### src/rtl/wb_slot_alloc.sv
module wb_slot_alloc #(
  parameter int WIDTH = 2,
  parameter int DEPTH = 4,
  parameter int TAG_W = 8,
  parameter int REQS  = 3
) (
  input  logic                       clk,
  input  logic                       rst_n,
  input  logic [REQS-1:0]            req_valid,
  input  logic [REQS*TAG_W-1:0]      req_tag,
  output logic [WIDTH-1:0]           head_valid,
  output logic [WIDTH*TAG_W-1:0]     head_tag,
  output logic [$clog2(WIDTH+1)-1:0] head_count,
  output logic                       overflow
);
  localparam int SLOTS = WIDTH * DEPTH;
  localparam int CNT_W = $clog2(WIDTH + 1);

  logic [SLOTS-1:0]       vld_q, vld_n;
  logic [SLOTS*TAG_W-1:0] tag_q, tag_n;
  logic [DEPTH*CNT_W-1:0] cnt_q, cnt_n;
  logic                   ovf_n;
  logic                   placed;

  always_comb begin
    vld_n  = vld_q >> WIDTH;
    tag_n  = tag_q >> (WIDTH * TAG_W);
    cnt_n  = cnt_q >> CNT_W;
    ovf_n  = overflow;
    placed = 1'b0;
    for (int r = 0; r < REQS; r++) begin
      placed = 1'b0;
      if (req_valid[r]) begin
        for (int k = 0; k < SLOTS; k++) begin
          if (!placed && !vld_n[k]) begin
            vld_n[k] = 1'b1;
            tag_n[k*TAG_W +: TAG_W] = req_tag[r*TAG_W +: TAG_W];
            cnt_n[(k/WIDTH)*CNT_W +: CNT_W] = cnt_n[(k/WIDTH)*CNT_W +: CNT_W] + CNT_W'(1);
            placed = 1'b1;
          end
        end
        if (!placed) ovf_n = 1'b1;
      end
    end
  end

  always_ff @(posedge clk) begin
    if (!rst_n) begin
      vld_q    <= '0;
      tag_q    <= '0;
      cnt_q    <= '0;
      overflow <= 1'b0;
    end else begin
      vld_q    <= vld_n;
      tag_q    <= tag_n;
      cnt_q    <= cnt_n;
      overflow <= ovf_n;
    end
  end

  assign head_valid = vld_q[WIDTH-1:0];
  assign head_tag   = tag_q[WIDTH*TAG_W-1:0];
  assign head_count = cnt_q[CNT_W-1:0];
endmodule

### config.mk
export PLATFORM = sky130hd
export DESIGN_NAME = wb_slot_alloc
export DESIGN_NICKNAME = d
export VERILOG_FILES = /design/src/rtl/wb_slot_alloc.sv
export SDC_FILE = /design/constraint.sdc
export NUM_CORES = 1
export LEC_CHECK = 0
export ABC_AREA = 1
export BUFFER_PORTS_ARGS = -buffer_cell sky130_fd_sc_hd__buf_2
export CORE_UTILIZATION = 45
export DETAILED_ROUTE_END_ITERATION = 8
export HOLD_SLACK_MARGIN = 0.1
export PLACE_DENSITY = 0.71
export SYNTH_ARGS = -nofsm -noshare
export SYNTH_HDL_FRONTEND = slang
export SYNTH_SLANG_ARGS = --single-unit
### constraint.sdc
create_clock -name clk -period 6.9 [get_ports clk]
set_input_delay 0.69 -clock clk [delete_from_list [all_inputs] [get_ports clk]]
set_output_delay 0.69 -clock clk [all_outputs]
set_load 0.03 [all_outputs]
==> qor.yml, run 1 <==
pwr:
  total_power_uw: 990.2
  peakVddDrop_v: 0.00008719
  power_leakage_nw: 2.120
  power_density_nw_per_um2: 198.8
routing:
  drtAntennaViolNets: 0
  vias_per_cell: 5.315
  drt_iter0_drc: 406
  wire_per_inst_um: 14.89
  drtPass1Iterations: 5
  drc_errors: 0
  vias: 4576
  drt-total-wl_um: 12820
layout:
  final_common_cell: "nand2_1"
  layout_common_cells: "nand2_1 (173), o21ai_0 (119), dfxtp_1 (81), nor2_1 (70), inv_1 (67)"
  fin_util: 0.5048
  area_growth_pct: 7.742
  nets: 755
  num-fill-cells: 1024
  fin_area_um2: 4980
  antennaDiodeCount: 0
  drive_gt1_frac: 0.1181
logic_synthesis:
  netlist_top_cells_area: "dfxtp_1 (35%), nand2_1 (14%), o21ai_0 (13%), nor2_1 (5.7%), inv_1 (5.4%)"
  syn_nets: 746
  syn_avg_cell_area_um2: 6.473
  yosysSeqAreaShare: 0.3508
  yosysWarningCount: 0
  ys_types: 36
  syn_area_um2: 4622
  synth_top_area_cell: "dfxtp_1"
  synth_top_area_frac: 0.3508
  synth_seq_cells: 81
  netlist_instances: 714
status:
  status: "completed"
job:
  max_cap_viol_count: 0
global_routing:
  grt_remaining_overflow: 0
  antenna_found_initial: 0
  grt_max_degree: 63
  grt_pass1_wl_um: 20310
  grt_pass1_vias: 3841
  grt_use_total: 0.2557
cts:
  cts_setup_buffers: 0
  path_clk_slew_ps: 80
  cts_resized: 0
  cts_tree: "yes"
  htreeDepth: 3
  clk_path_buf_depth: 2
  cts_root_buffer: "clkbuf_8"
  cts_inserted_buffers: 9
  cts_sinks: 81
  hold_buffers: 0
  clock_latency_ps: 360
critical_path:
  critPathLaunchType: "primary input"
  timing.rr.end: "tag_q[58]"
  arrival_ps: 3170
  rrSetupSlack_ps: 4020
  crit_required_ps: 7190
  critical_path_class: "in2reg"
  cp-end-kind: "flop"
  worstRegToRegCells: 14
  rr_startpoint: "vld_q[2]"
  path_max_fanout: 8
sta:
  worstMarginPinSlew_ps: 997.2
  setup_tns_ps: 0
  timing_hold_violations_final: 0
  fin_crit_sh: 0.4170
  rsz0062_at_grt: "false"
  fin_worst_skew_ps: 9.770
  max-slew-margin-rel: 0.3352
  drv_slew: 0
  holdWs_ps: 463.8
  setup_violations: 0
  period_needed_ps: 2877
  fmax_ghz: 0.3475
floorplanning:
  core_um2: 9864
  die_area_um2: 10680
  fp-row-count: 36
  pin_count: 50
  start_util: 0.4685
  die_h_um: 103.3
  die_w_um: 103.3
place:
  port_buffers: 49
  dpl_cell_area_um2: 4758
  place.gp.congestion: 0.9718
  dp_hpwl_um: 9294
hold_path:
  min_path_cells: 2
  hold_end: "overflow"
  hp-class: "reg2reg"
  holdCritStartpoint: "overflow"
registers in the layout, summed over array words and instances (netlist names):
name / count
overflow: 1
cnt_q: 8
vld_q: 8
tag_q: 64
worst max path at each step:
stage          slack (ps)  cells past startpoint          from        end
2_1_floorplan        4330                     14  req_valid[0]  tag_q[57]
3_3_place_gp         3780                     15  req_valid[0]  tag_q[60]
3_5_place_dp         3690                     15  req_valid[0]  tag_q[63]
4_1_cts              4060                     14      vld_q[2]  tag_q[58]
5_1_grt              3670                     14      vld_q[2]  tag_q[57]
6_report             4020                     15  req_valid[0]  tag_q[58]
Yosys cell counts, drive strengths merged:
library cell  count
or2               2
dfxtp            81
and2              1
nor3              4
clkbuf           23
and3              1
nand2           177
buf              28
inv              71
a22oi             1
nand4             3
nand3            19
o311ai            1
o21bai            3
o2111ai           1
o22ai             1
xor2              1
o21ai           129
a211oi            1
nand3b            2
o211ai           26
a21oi            43
ha                3
a31oi             8
xnor2             5
nor2             79
worst max-delay path, cell delays in order:
cell     delay (ps)
buf_2           180
nand2_2         110
nor2_4          130
nand2_1          90
nor2_1          390
inv_1           160
ha_1            220
or2_2           290
nand2_1         140
inv_1           110
nor2_2          190
nand2_1          70
nand2_1          60
nand2_1         170
nor2_1          160
layer usage:
metal  up-vias  global-route usage  routed length [um]
li1       2333                   -                   -
met1      2014              0.3603                5937
met2       203              0.3933                5589
met3        26             0.03024                 978
met4         0              0.1094                 316
met5         -                   0                   0
through the flow:
step | cells | setup slack (ps)
floorplan | 714 | 4330
CTS | 861 | 4062
global placement | 845 | 3781
finish | 861 | 4023
global route | 861 | 3672
detailed placement | 845 | 3691
where the power goes:
part | switching [mW] | total (mW) | leakage (nW) | internal, mW
logic | 0.0886 | 0.118 | 1.36 | 0.0299
registers | 0.00278 | 0.482 | 0.658 | 0.479
clock network | 0.175 | 0.390 | 0.107 | 0.215
total | 0.267 | 0.990 | 2.12 | 0.723
area by class of cell:
cell class / instances / area (um^2) / share of cell area
clock buffer: 12 / 145.1 / 0.02915
clock inverter: 4 / 76.32 / 0.01533
inverter: 71 / 266.5 / 0.05352
multi-input combinational: 511 / 2459 / 0.4937
sequential: 81 / 1622 / 0.3256
tap: 133 / 166.4 / 0.03342
timing repair buffer: 49 / 245.2 / 0.04925
logic make-up after synthesis:
group	share of synthesized area
xor gates and xnor gates	0.01137
and+or+nand+nor	0.2591
AOI/OAI and AO/OA	0.2534
buffers and inverters	0.1172
DFF	0.3508
adders and majority gates	0.008122
(Power assumes the default switching activity.)
==> run 2: changes to the inputs <==
Clock period 6.9 ns to 2.8 ns, I/O delays scaled along.
==> run 2 against run 1 <==
Against the previous run:
- via count hardly changed
- clock power is 130% higher
- global-route usage is 0.24 points lower
- register-to-register slack lost 3700 ps
- total power is 140% higher
- die area stayed put
- cell count up 0.46%
- non-clock buffer count grew 4
- wire length decreased by 1.5%
- combinational power rose by 150%
==> qor.yml, run 2 (synthesis results as in run 1) <==
sta:
  period_needed_ps: 2496
  holdWs_ps: 282.0
  setup_ws_ps: 304.2
  fin_crit_sh: 0.8914
  worstMarginPinSlew_ps: 576.1
  fmax_ghz: 0.4007
  setup_violations: 0
  max-slew-margin-rel: 0.6145
  fin_worst_skew_ps: 5.803
  setup_tns_ps: 0
  drv_slew: 0
  timing_hold_violations_final: 0
  rsz0062_at_grt: "false"
place:
  dp_hpwl_um: 9465
  place_inst: 849
  place.gp.congestion: 1.019
  port_buffers: 49
  dpl_worst_slack_ps: 98.46
  dpl_cell_area_um2: 4788
layout:
  fin_area_um2: 5015
  top_regs: "tag_q: 64 flops, cnt_q: 8 flops, vld_q: 8 flops"
  antennaDiodeCount: 0
  drive_gt1_frac: 0.1311
  area_growth_pct: 8.500
  fin_cells: 865
  top_register: "tag_q"
  layout_common_cells: "nand2_1 (172), o21ai_0 (119), dfxtp_1 (79), nor2_1 (69), inv_1 (67)"
  final_common_cell: "nand2_1"
  largest_register_ffs: 64
  nets: 759
floorplanning:
  die_h_um: 103.3
  core_um2: 9864
  pin_count: 50
  fp-row-count: 36
  start_util: 0.4685
  die_area_um2: 10680
  die_w_um: 103.3
global_routing:
  grt_remaining_overflow: 0
  grt_pass1_vias: 4074
  grt_max_degree: 62
  grt_use_total: 0.2532
  antenna_found_initial: 0
  grt_pass1_wl_um: 20310
routing:
  wire_per_inst_um: 14.60
  drt-total-wl_um: 12630
  vias: 4579
  vias_per_cell: 5.294
  drc_errors: 0
  drt_iter0_drc: 303
  drtPass1Iterations: 6
  drtAntennaViolNets: 0
pwr:
  power_leakage_nw: 2.145
  peakVddDrop_v: 0.0002534
  power_density_nw_per_um2: 476.4
critical_path:
  rrSetupSlack_ps: 300
  rr_startpoint: "vld_q[2]"
  cp-end-kind: "flop"
  critPathLaunchType: "flop"
  path_max_fanout: 7
  critical_path_class: "reg2reg"
  crit_required_ps: 3090
  critical_path.startpoint: "vld_q[2]"
  arrival_ps: 2790
cts:
  clk_path_buf_depth: 2
  cts_sinks: 81
  htreeDepth: 3
  cts_root_buffer: "clkbuf_8"
  cts_inserted_buffers: 9
  hold_buffers: 0
  path_clk_slew_ps: 90
  cts_tree: "yes"
  clock_latency_ps: 350
status:
  status: "completed"
hold_path:
  hp-class: "in2reg"
  holdCritStartpoint: "req_tag[14]"
job:
  max_cap_viol_count: 0
## run 2: layout make-up
class | count | area, um^2
flip-flops and latches | 81 | 1627
repair buffers | 53 | 275.3
inverters | 71 | 266.5
fillers | 999 | 4850
clock buffers | 10 | 137.6
well taps | 133 | 166.4
clock inverters | 6 | 73.82
multi-input cells | 511 | 2469
## run 2: timing repair
action / 4_1_cts / 5_1_grt
gates resized for setup: 0 / 6
buffers inserted: 0 / 0
endpoints found under the setup margin: 0 / 17
## run 2: worst max-delay path: stages (launching register included)
cell	delay, ps
dfxtp_4	390
nand2_2	90
nand2_2	140
nand2_1	100
nor2_1	110
nand2_1	120
nor2_2	180
inv_1	60
ha_1	170
or2_2	290
nand2_1	130
inv_1	130
nor2_4	150
nand2_1	60
nand2_1	70
nand2_2	110
nor2_1	130
## run 2: through the flow
stage / total power [mW] / util
after floorplan: 1.422 / -
after global placement: 1.495 / 0.4854
after detailed placement: 1.499 / 0.4854
after CTS: 2.382 / 0.5068
after global routing: 2.478 / 0.5084
final: 2.389 / 0.5084
## run 2: worst paths after layout
path                     to  cells past startpoint
setup / recovery  tag_q[58]                     16
hold / removal    tag_q[62]                      3
setup reg to reg  tag_q[58]                     16
hold reg to reg    overflow                      2
## run 2: layer usage
layer  up-vias  global-route usage  wire (um)
met5         -                   0          0
met4         0              0.1083        433
met2       189              0.3989       5359
li1       2356                   -          -
met3        36             0.02755        987
met1      1998              0.3510       5845
## run 2: power by group
group	switching, mW	internal, mW
Sequential	0.00672	1.18
Clock	0.462	0.449
Combinational	0.217	0.0743
Total	0.686	1.70
==> run 3: changes to the inputs <==
Settings changed: SETUP_SLACK_MARGIN set to 0.5.
==> run 3 against run 2 <==
Against the previous run:
- critical path depth unchanged
- core utilization is 1.6 points higher
- worst setup slack gained 320 ps
- final area grew 3.2%
- cell count increased by 1.0%
- maximum frequency grew 15%
- total power decreased by 3.8%
- first-iteration DRC count grew 25%
- worst hold slack got worse by 12 ps
- combinational power increased by 2%
- sequential share of layout area is 0.94 points lower
==> qor.yml, run 3 (synthesis results as in run 1) <==
layout:
  antennaDiodeCount: 0
  largest_register_ffs: 64
  final_common_cell: "nand2_1"
  top_register: "tag_q"
  layout_common_cells: "nand2_1 (159), o21ai_0 (119), dfxtp_1 (78), nor2_1 (64), inv_1 (63)"
  nets: 768
  drive_gt1_frac: 0.1741
  top_regs: "tag_q: 64 flops, cnt_q: 8 flops, vld_q: 8 flops"
  area_growth_pct: 11.99
cts:
  cts_sinks: 81
  htreeDepth: 3
  cts_inserted_buffers: 9
  hold_buffers: 0
  clk_path_buf_depth: 2
  cts_tree: "yes"
  path_clk_slew_ps: 90
  clock_latency_ps: 360
  cts_root_buffer: "clkbuf_8"
critical_path:
  rrSetupSlack_ps: 630
  rr_startpoint: "vld_q[2]"
  critical_path_class: "reg2reg"
  arrival_ps: 2470
  path_cells: "nand3_4, nand2_4, inv_2, nor2_2, nand2_2, nor2_4, inv_1, ha_1, or2_4, nand2_4, inv_2, nor2_4, nand2_1, nand2_2, nand2_4, nor2_1"
  cp.buffers_inverters: 3
  timing.rr.end: "tag_q[60]"
  cp-end-kind: "flop"
  max_stage_delay_ps: 410
  path_max_fanout: 7
  critPathLaunchType: "flop"
  crit_required_ps: 3100
  cpMaxStageDelayCell: "dfxtp_4"
  crit_family: "simple AND/OR/NAND/NOR gates"
  worstRegToRegCells: 16
  critical_path.startpoint: "vld_q[2]"
  cp_common_cell: "nand2_4"
global_routing:
  grt_max_degree: 40
  grt_pass1_wl_um: 20910
  antenna_found_initial: 0
  grt_use_total: 0.2595
  grt_pass1_vias: 4159
  grt_remaining_overflow: 0
routing:
  drt-total-wl_um: 13090
  vias_per_cell: 5.233
  drtPass1Iterations: 6
  wire_per_inst_um: 14.97
  drtAntennaViolNets: 0
  vias: 4574
  drc_errors: 0
  drt_iter0_drc: 380
pwr:
  peakVddDrop_v: 0.0001904
  power_density_nw_per_um2: 443.8
  power_leakage_nw: 2.204
place:
  dpl_worst_slack_ps: 119.9
  place.gp.congestion: 1.032
  port_buffers: 49
  dp_hpwl_um: 9454
sta:
  setup_ws_ps: 628.0
  max-slew-margin-rel: 0.5021
  timing_hold_violations_final: 0
  drv_slew: 0
  fmax_ghz: 0.4604
  fin_crit_sh: 0.7757
  fin_worst_skew_ps: 8.996
  setup_violations: 0
  period_needed_ps: 2172
  worstMarginPinSlew_ps: 746.8
  rsz0062_at_grt: "true"
  setup_tns_ps: 0
job:
  max_cap_viol_count: 0
floorplanning:
  die_h_um: 103.3
  pin_count: 50
  die_area_um2: 10680
  start_util: 0.4685
  die_w_um: 103.3
  core_um2: 9864
  fp-row-count: 36
hold_path:
  min_path_cells: 3
  hp-class: "in2reg"
  hold_end: "tag_q[56]"
  holdCritStartpoint: "req_tag[8]"
status:
  status: "completed"
## run 3: cell count changes in the layout (fill, tap and decap cells not counted), sizes merged
| cell | previous run | this run |
|---|---|---|
| buf | 53 | 62 |
| clkinvlp | 0 | 3 |
| clkinv | 2 | 0 |
| bufinv | 1 | 0 |
## run 3: worst max-delay path by stage
stage	end	depth (start not counted)
2_1_floorplan	tag_q[57]	17
3_3_place_gp	tag_q[58]	17
3_5_place_dp	tag_q[60]	16
4_1_cts	tag_q[60]	16
5_1_grt	tag_q[37]	11
6_report	tag_q[60]	16
## run 3: repair_timing
| action | CTS | global route |
|---|---|---|
| setup endpoints to repair | 19 | 39 |
| resized for setup | 16 | 25 |
| pin swaps | 8 | 8 |
| setup buffers | 7 | 3 |
| gates cloned | 0 | 0 |
## run 3: tightest hold or removal path: stages
cell	delay, ps
buf_2	150
nand2_1	90
a21oi_2	50
## run 3: through the flow
step / hold slack (ps) / utilization / cell area, um^2 / power (mW) / cells
2_1_floorplan: 414.9 / - / 4632 / 1.422 / 714
3_3_place_gp: 444.3 / 0.4857 / 4791 / 1.496 / 848
3_5_place_dp: 445.0 / 0.4857 / 4791 / 1.499 / 848
4_1_cts: 247.2 / 0.5148 / 5079 / 2.301 / 871
5_1_grt: 284.1 / 0.5247 / 5176 / 2.397 / 874
6_report: 270.4 / 0.5247 / 5176 / 2.297 / 874
## run 3: area by class of cell
| cell class | count | area, um^2 |
|---|---|---|
| clock inverters | 6 | 48.80 |
| fillers | 965 | 4688 |
| clock buffers | 10 | 137.6 |
| flip-flops and latches | 81 | 1630 |
| well taps | 133 | 166.4 |
| repair buffers | 62 | 342.8 |
| inverters | 71 | 266.5 |
| multi-input cells | 511 | 2584 |
## run 3: power by group
part	switching (mW)	internal, mW
clock network	0.460	0.356
registers	0.00718	1.18
logic	0.220	0.0757
## run 3: routing by layer
metal	wire [um]	GRT usage	part of all wire	vias to the layer above
met2	5789	0.3958	0.44	191
met4	333	0.1051	0.025	0
met3	1083	0.02957	0.083	25
met5	0	0	0	-
met1	5879	0.3715	0.45	1989
li1	-	-	-	2369
